==> config.mk <==
export PLATFORM = sky130hd
export DESIGN_NAME = byte_store_unit
export DESIGN_NICKNAME = d
export VERILOG_FILES = /design/src/rtl/byte_store_pkg.sv /design/src/rtl/bs_lane_decode.sv /design/src/rtl/bs_port_ctrl.sv /design/src/rtl/byte_store_unit.sv
export SDC_FILE = /design/constraint.sdc
export NUM_CORES = 1
export LEC_CHECK = 0
export ABC_AREA = 1
export BUFFER_PORTS_ARGS = -buffer_cell sky130_fd_sc_hd__buf_2
export CAP_MARGIN = 20
export CORE_MARGIN = 1.5
export CORE_UTILIZATION = 45
export DETAILED_ROUTE_END_ITERATION = 8
export PLACE_DENSITY = 0.92
export RECOVER_POWER = 50
export SYNTH_ARGS = -nofsm -noshare
export SYNTH_HDL_FRONTEND = slang
export SYNTH_SLANG_ARGS = --single-unit
==> constraint.sdc <==
create_clock -name clk_i -period 2.35 [get_ports clk_i]
set_clock_uncertainty 0.05 [all_clocks]
set_input_delay 0.47 -clock clk_i [delete_from_list [all_inputs] [get_ports clk_i]]
set_output_delay 0.47 -clock clk_i [all_outputs]
set_load 0.005 [all_outputs]
==> src/rtl/byte_store_pkg.sv <==
package byte_store_pkg;
  localparam int unsigned DATA_W = 32;
  localparam int unsigned LANES  = DATA_W / 8;
  localparam int unsigned OFF_W  = $clog2(LANES);

  typedef enum logic {
    OP_BEGIN = 1'b0,
    OP_END   = 1'b1
  } bs_op_e;

  typedef enum logic [1:0] {
    ST_IDLE,
    ST_WRITE,
    ST_PROBE,
    ST_DONE
  } bs_state_e;
endpackage

==> src/rtl/bs_lane_decode.sv <==
module bs_lane_decode
  import byte_store_pkg::*;
(
  input  bs_op_e              op_i,
  input  logic [OFF_W-1:0]    off_i,
  input  logic [DATA_W-1:0]   value_i,
  output logic [LANES-1:0]    be_o,
  output logic [DATA_W-1:0]   wdata_o,
  output logic                probe_only_o
);
  // be bit i serves byte address LANES-1-i (big-endian)
  for (genvar i = 0; i < LANES; i++) begin : g_lane
    localparam int unsigned BYTE_IDX = LANES - 1 - i;
    logic at_or_after;
    assign at_or_after = (BYTE_IDX >= int'(off_i));
    assign be_o[i] = (op_i == OP_BEGIN) ? at_or_after : !at_or_after;
    assign wdata_o[8*i +: 8] = be_o[i] ? value_i[8*i +: 8] : 8'h00;
  end

  assign probe_only_o = (be_o == '0);
endmodule

==> src/rtl/bs_port_ctrl.sv <==
module bs_port_ctrl
  import byte_store_pkg::*;
#(
  parameter int unsigned AW = 32
) (
  input  logic              clk_i,
  input  logic              rst_ni,
  input  logic              start_i,
  input  logic [AW-1:0]     addr_i,
  input  logic [LANES-1:0]  be_i,
  input  logic [DATA_W-1:0] wdata_i,
  input  logic              probe_only_i,
  input  logic              mem_ack_i,
  output logic              busy_o,
  output logic              mem_req_o,
  output logic [AW-1:0]     mem_addr_o,
  output logic [LANES-1:0]  mem_be_o,
  output logic [DATA_W-1:0] mem_wdata_o,
  output logic              probe_o,
  output logic [AW-1:0]     probe_addr_o,
  output logic              done_o
);
  bs_state_e         state_q, state_d;
  logic [AW-1:0]     addr_q;
  logic [LANES-1:0]  be_q;
  logic [DATA_W-1:0] data_q;
  logic              accept;

  assign accept = start_i && (state_q == ST_IDLE);

  always_comb begin
    state_d = state_q;
    unique case (state_q)
      ST_IDLE:  if (start_i) state_d = probe_only_i ? ST_PROBE : ST_WRITE;
      ST_WRITE: if (mem_ack_i) state_d = ST_DONE;
      ST_PROBE: state_d = ST_DONE;
      ST_DONE:  state_d = ST_IDLE;
      default:  state_d = ST_IDLE;
    endcase
  end

  always_ff @(posedge clk_i or negedge rst_ni) begin
    if (!rst_ni) begin
      state_q <= ST_IDLE;
      addr_q  <= '0;
      be_q    <= '0;
      data_q  <= '0;
    end else begin
      state_q <= state_d;
      if (accept) begin
        addr_q <= addr_i;
        be_q   <= be_i;
        data_q <= wdata_i;
      end
    end
  end

  assign busy_o       = (state_q != ST_IDLE);
  assign mem_req_o    = (state_q == ST_WRITE);
  assign probe_o      = (state_q == ST_PROBE);
  assign done_o       = (state_q == ST_DONE);
  assign mem_addr_o   = {addr_q[AW-1:OFF_W], {OFF_W{1'b0}}};
  assign mem_be_o     = be_q;
  assign mem_wdata_o  = data_q;
  assign probe_addr_o = addr_q;
endmodule

==> src/rtl/byte_store_unit.sv <==
module byte_store_unit
  import byte_store_pkg::*;
#(
  parameter int unsigned AW = 32
) (
  input  logic              clk_i,
  input  logic              rst_ni,
  input  logic              start_i,
  input  logic              mode_end_i,
  input  logic [AW-1:0]     addr_i,
  input  logic [31:0]       value_i,
  output logic              busy_o,
  output logic              mem_req_o,
  output logic [AW-1:0]     mem_addr_o,
  output logic [3:0]        mem_be_o,
  output logic [31:0]       mem_wdata_o,
  input  logic              mem_ack_i,
  output logic              probe_o,
  output logic [AW-1:0]     probe_addr_o,
  output logic              done_o
);
  logic [LANES-1:0]  dec_be;
  logic [DATA_W-1:0] dec_data;
  logic              dec_probe_only;
  bs_op_e            op;

  assign op = bs_op_e'(mode_end_i);

  bs_lane_decode u_decode (
    .op_i         (op),
    .off_i        (addr_i[OFF_W-1:0]),
    .value_i      (value_i),
    .be_o         (dec_be),
    .wdata_o      (dec_data),
    .probe_only_o (dec_probe_only)
  );

  bs_port_ctrl #(.AW(AW)) u_ctrl (
    .clk_i        (clk_i),
    .rst_ni       (rst_ni),
    .start_i      (start_i),
    .addr_i       (addr_i),
    .be_i         (dec_be),
    .wdata_i      (dec_data),
    .probe_only_i (dec_probe_only),
    .mem_ack_i    (mem_ack_i),
    .busy_o       (busy_o),
    .mem_req_o    (mem_req_o),
    .mem_addr_o   (mem_addr_o),
    .mem_be_o     (mem_be_o),
    .mem_wdata_o  (mem_wdata_o),
    .probe_o      (probe_o),
    .probe_addr_o (probe_addr_o),
    .done_o       (done_o)
  );
endmodule

== Word level (Yosys, flattened, before mapping) ==
Index checks and enable logic that the tools add are counted.

* Register bits: 70
* Output and inout bits: 104
* Input port bits: 69
* Word-level logic and storage cells: 32

* Equality and inequality tests: 5
* Multiplexer cells: 12
* Reduce and logical (&&, ||, !) cells: 8
* $lt $le $gt $ge: 3

{| class="wikitable"
|+ Operator list
! kind !! count
|-
| 8-bit two-way mux || 4
|-
| 2-bit one-hot mux with 4 select lines || 1
|-
| 2-bit two-way mux || 3
|-
| 2-bit equality test, second input constant || 2
|-
| 1-bit by 2-bit greater-or-equal comparator with 1-bit output, first input constant || 2
|-
| 4-bit logical NOT || 1
|-
| 1-bit two-way mux || 4
|-
| 1-bit logical NOT || 3
|-
| 2-bit by 1-bit equality test with 1-bit output, second input constant || 1
|-
| 2-bit greater-or-equal comparator, first input constant || 1
|-
| 2-bit logical NOT || 1
|-
| 2-bit by 1-bit inequality test with 1-bit output, second input constant || 1
|-
| 2-bit inequality test, second input constant || 1
|-
| 2-bit AND reduction || 1
|-
| 2-bit nonzero test || 1
|-
| 1-bit logical AND || 1
|}

== Depth between registers and ports, before layout ==
* Depth after elaboration: 7
* Mapped depth: 8
* Depth with buffers taken out: 8

== Modules after synthesis ==
From an unflattened synthesis, not the netlist that was laid out.

* Cells, all modules: 438
* Area, all modules: 3482.1 µm²

{| class="wikitable"
|+ Modules (own cells, without submodules)
! module !! cells each !! area an instance (µm²) !! sequential area each (µm²) !! instances
|-
| bs_port_ctrl || 356 || 3143.0 || 1751.7 || 1
|-
| bs_lane_decode || 82 || 339.1 || 0.0 || 1
|}

== Worst setup path before layout ==
OpenSTA, ideal clock, no wires.

* Kind: reg2reg
* Start: register u_ctrl.state_q[0]
* End: register u_ctrl.addr_q[10] (netlist: u_ctrl.probe_addr_o[10])
* Period minus slack after synthesis: 1360 ps
* Stages on the path, launching flop included: 8
* Library setup time: 116 ps
* Data arrival time: 1194 ps
* Buffers on the path: 2
* Path slack: 990 ps
* Path through: dfrtp_1 inv_1 ha_1 nand2_1 buf_2 buf_4 nand2_1 nand2_1

* Longest elaborated chain between the ends: 2

{| class="wikitable"
|+ Ends and longest elaborated chain
! item !! line !! RTL
|-
| start, declared || bs_port_ctrl.sv:23 || <nowiki>bs_state_e state_q, state_d;</nowiki>
|-
| start signal, assigned || bs_port_ctrl.sv:49 || <nowiki>state_q <= state_d;</nowiki>
|-
| 2-bit logical NOT || bs_port_ctrl.sv:29 || <nowiki>assign accept = start_i && (state_q == ST_IDLE);</nowiki>
|-
| 1-bit logical AND || bs_port_ctrl.sv:29 ||
|-
| end signal, assigned || bs_port_ctrl.sv:51 || <nowiki>addr_q <= addr_i;</nowiki>
|-
| end, declared || bs_port_ctrl.sv:24 || <nowiki>logic [AW-1:0] addr_q;</nowiki>
|}

No other way between the ends.
A chain may end at the register's enable or synchronous reset.

== Worst setup path in the final report ==
* Start: register u_ctrl.state_q[0]
* End: output port busy_o

* Longest elaborated chain between the ends: 1

{| class="wikitable"
|+ Ends and longest elaborated chain
! item !! line !! RTL
|-
| 2-bit nonzero test || bs_port_ctrl.sv:58 || <nowiki>assign busy_o = (state_q != ST_IDLE);</nowiki>
|-
| end, declared || byte_store_unit.sv:12 || <nowiki>output logic busy_o,</nowiki>
|}

No other way between the ends.

==> impl_metrics.ini <==
[outcome]
status = finished with violations
violations = capacitance limit, slew limit

[yosys]
ys_warn_count = 0
syn_avg_cell_area_um2 = 8.70
synthDistinctLibCells = 20
synth_cells = 357
synth_area_um2 = 3110
ys_ff_latch = 70
yosysSeqAreaShare_pct = 56.4

[sta]
setup_tns_ns = 0
min_period_over_period_pct = 75.7
worstMarginPinSlew_ns = 1.69
finalCriticalPeriod_ns = 1.78
slew_headroom_pct = -12.8
finalSetupViolCount = 0
report.final.slew_viol_count = 71
max_freq_mhz = 562
rsz0062_at_grt = no
hold_viol_final = 0

[clocking]
cts_resized = 0
clk_pin_slew_ns = 0.08
cts_tree = built
cts_made_buffers = 9
hold_buffers = 0
cts-root-buf = clkbuf_8
clk-insertion-delay-late_ns = 0.33
cts_setup_buffers = 0
numClockSinks = 70
clk_path_buf_depth = 2
htreeDepth = 3

[drt]
vias_per_cell = 4.66
detail_route.wl_per_cell_um = 12.2
wirelength_mm = 7.11
dr.first_iter.drc_count = 80
route.antenna.remaining_nets = 0
drt-pass1-iter-count = 4
drc = 0
num_vias = 2708

[critical_path]
cpMostUsedCell = inv_1
path_cells = inv_1, ha_1, inv_1, buf_2
cpPeakStageDelay_ns = 0.40
path_class = reg2out
crit_path_end_kind = primary output
critPathRequiredTime_ns = 1.83
cp_slowest_cell = dfrtp_1
worstPathMaxFanout = 4
cp-start-kind = register
arrival_ns = 1.26
cp_num_buf_inv = 3
crit_family = flip-flops

[hold_path]
hold_class = in2reg

[pwr]
intPower_uw = 3470
p_leak_uw = 0.00241
power_frac_comb_pct = 36.2
sw_frac_of_total_pct = 34.1
netSwitchingPower_uw = 1790
cellPowerDensity_nw_per_um2 = 1300
vdd_drop_max_v = 0.000616
clockPowerShare_pct = 24.4
pwr-share-seq_pct = 39.4

[floorplanning]
coreArea_um2 = 6720
io_pins = 173
rows = 30
start_util_pct = 46.2
die_x_um = 86.1
die_h_um = 86.1
dieArea_um2 = 7410

[global_routing]
first_global_vias = 2564
grt_max_degree = 88
overflow = 0
grt_use_total_pct = 20.0
grt_first_pass_wirelength_mm = 11.6
antenna_found_initial = 0

[layout]
nNetsFinal = 571
num-fill-cells = 595
layoutNonFillerInstCount = 581
final_common_cell = nand2_1
final_cell_mix = nand2_1, buf_2, dfrtp_1
drive_gt1_share_pct = 36.3
area.growth.synth_to_final_pct = 29.9
final_core_util_pct = 60.1
antenna_cells = 0

[place]
numPortBuffers = 170
dp_hpwl_mm = 5.05
routabilityCongestion = 0.775
place_inst = 565

[job]
cap_violations = 1
==> cells in the mapped netlist, drive strengths merged <==
cell type  count  area, µm²
a21oi          1       5.00
clkbuf         4       15.0
ha             6       75.1
nor2           3       11.3
o21ai         28        159
inv           18       67.6
buf           42        297
conb           1       3.75
dfrtp         70       1750
nand2        173        664
nand3          9       45.0
or2            1       6.26
o22ai          1       6.26
==> worst min-delay path, cell delays in order <==
cell and delay [ns]:
buf_2 0.07, nand2_1 0.04, nand2_1 0.05
==> final cells by class <==
cell class	instances	area [µm²]	share of cell area, %
clock buffer	10	138	3.41
multi-input combinational	224	982	24.3
sequential	70	1750	43.4
clock inverter	6	133	3.29
timing repair buffer	173	863	21.4
tap	80	100	2.48
inverter	18	67.6	1.67
==> per-layer routing <==
metal / global-route usage (%) / share of wire [%]
met3: 5.29 / 6.7
met2: 32.6 / 48
met4: 8.80 / 2.0
met5: 0 / 0
met1: 25.0 / 43
==> cells by family (layout without fill, tap and decap cells) <==
group / after synthesis / after routing / synth area share (%)
buffers and inverters: 64 / 207 / 12.2
AOI/OAI and AO/OA: 30 / 30 / 5.48
other: 1 / 2 / 0.121
adders and majority gates: 6 / 6 / 2.42
DFF: 70 / 70 / 56.4
and+or+nand+nor: 186 / 186 / 23.4
==> path summary, 6_finish.rpt <==
check / startpoint / end / cells past startpoint / slack, ns
setup / recovery: u_ctrl.state_q[0] / busy_o / 4 / 0.57
hold / removal: addr_i[4] / u_ctrl.probe_addr_o[4] / 3 / 0.28
setup reg to reg: u_ctrl.state_q[0] / u_ctrl.mem_wdata_o[19] / 7 / 0.65
hold reg to reg: u_ctrl.mem_be_o[2] / u_ctrl.mem_be_o[2] / 2 / 0.43
max in group asynchronous: rst_ni / u_ctrl.mem_wdata_o[28] / 2 / 0.64
min in group asynchronous: rst_ni / u_ctrl.probe_addr_o[10] / 2 / 0.61
==> power by group through the flow <==
stage / Combinational, µW / Sequential, µW / Clock [µW]
finish: 1910 / 2070 / 1280
global route: 2180 / 2150 / 1370
CTS: 1980 / 2070 / 1310
detailed placement: 1970 / 2090 / 0
global placement: 1890 / 2060 / 0
floorplan: 1190 / 2140 / 0
==> metrics by stage <==
| stage | setup WS (ns) | hold slack, ns | power [µW] | instance area (µm²) |
|---|---|---|---|---|
| detailed placement | 0.655 | 0.414 | 4050 | 3800 |
| floorplan | 0.990 | 0.124 | 3320 | 3110 |
| global placement | 0.749 | 0.410 | 3950 | 3800 |
| finish | 0.571 | 0.277 | 5260 | 4040 |
| CTS | 0.554 | 0.106 | 5360 | 4070 |
| global route | 0.291 | 0.260 | 5700 | 4040 |
==> flip-flops by register name (all words and copies together) (netlist names) <==
name	cells
u_ctrl.mem_wdata_o	32
u_ctrl.probe_addr_o	32
u_ctrl.mem_be_o	4
u_ctrl.state_q	2
No activity file was read; power rests on OpenSTA's default activity.
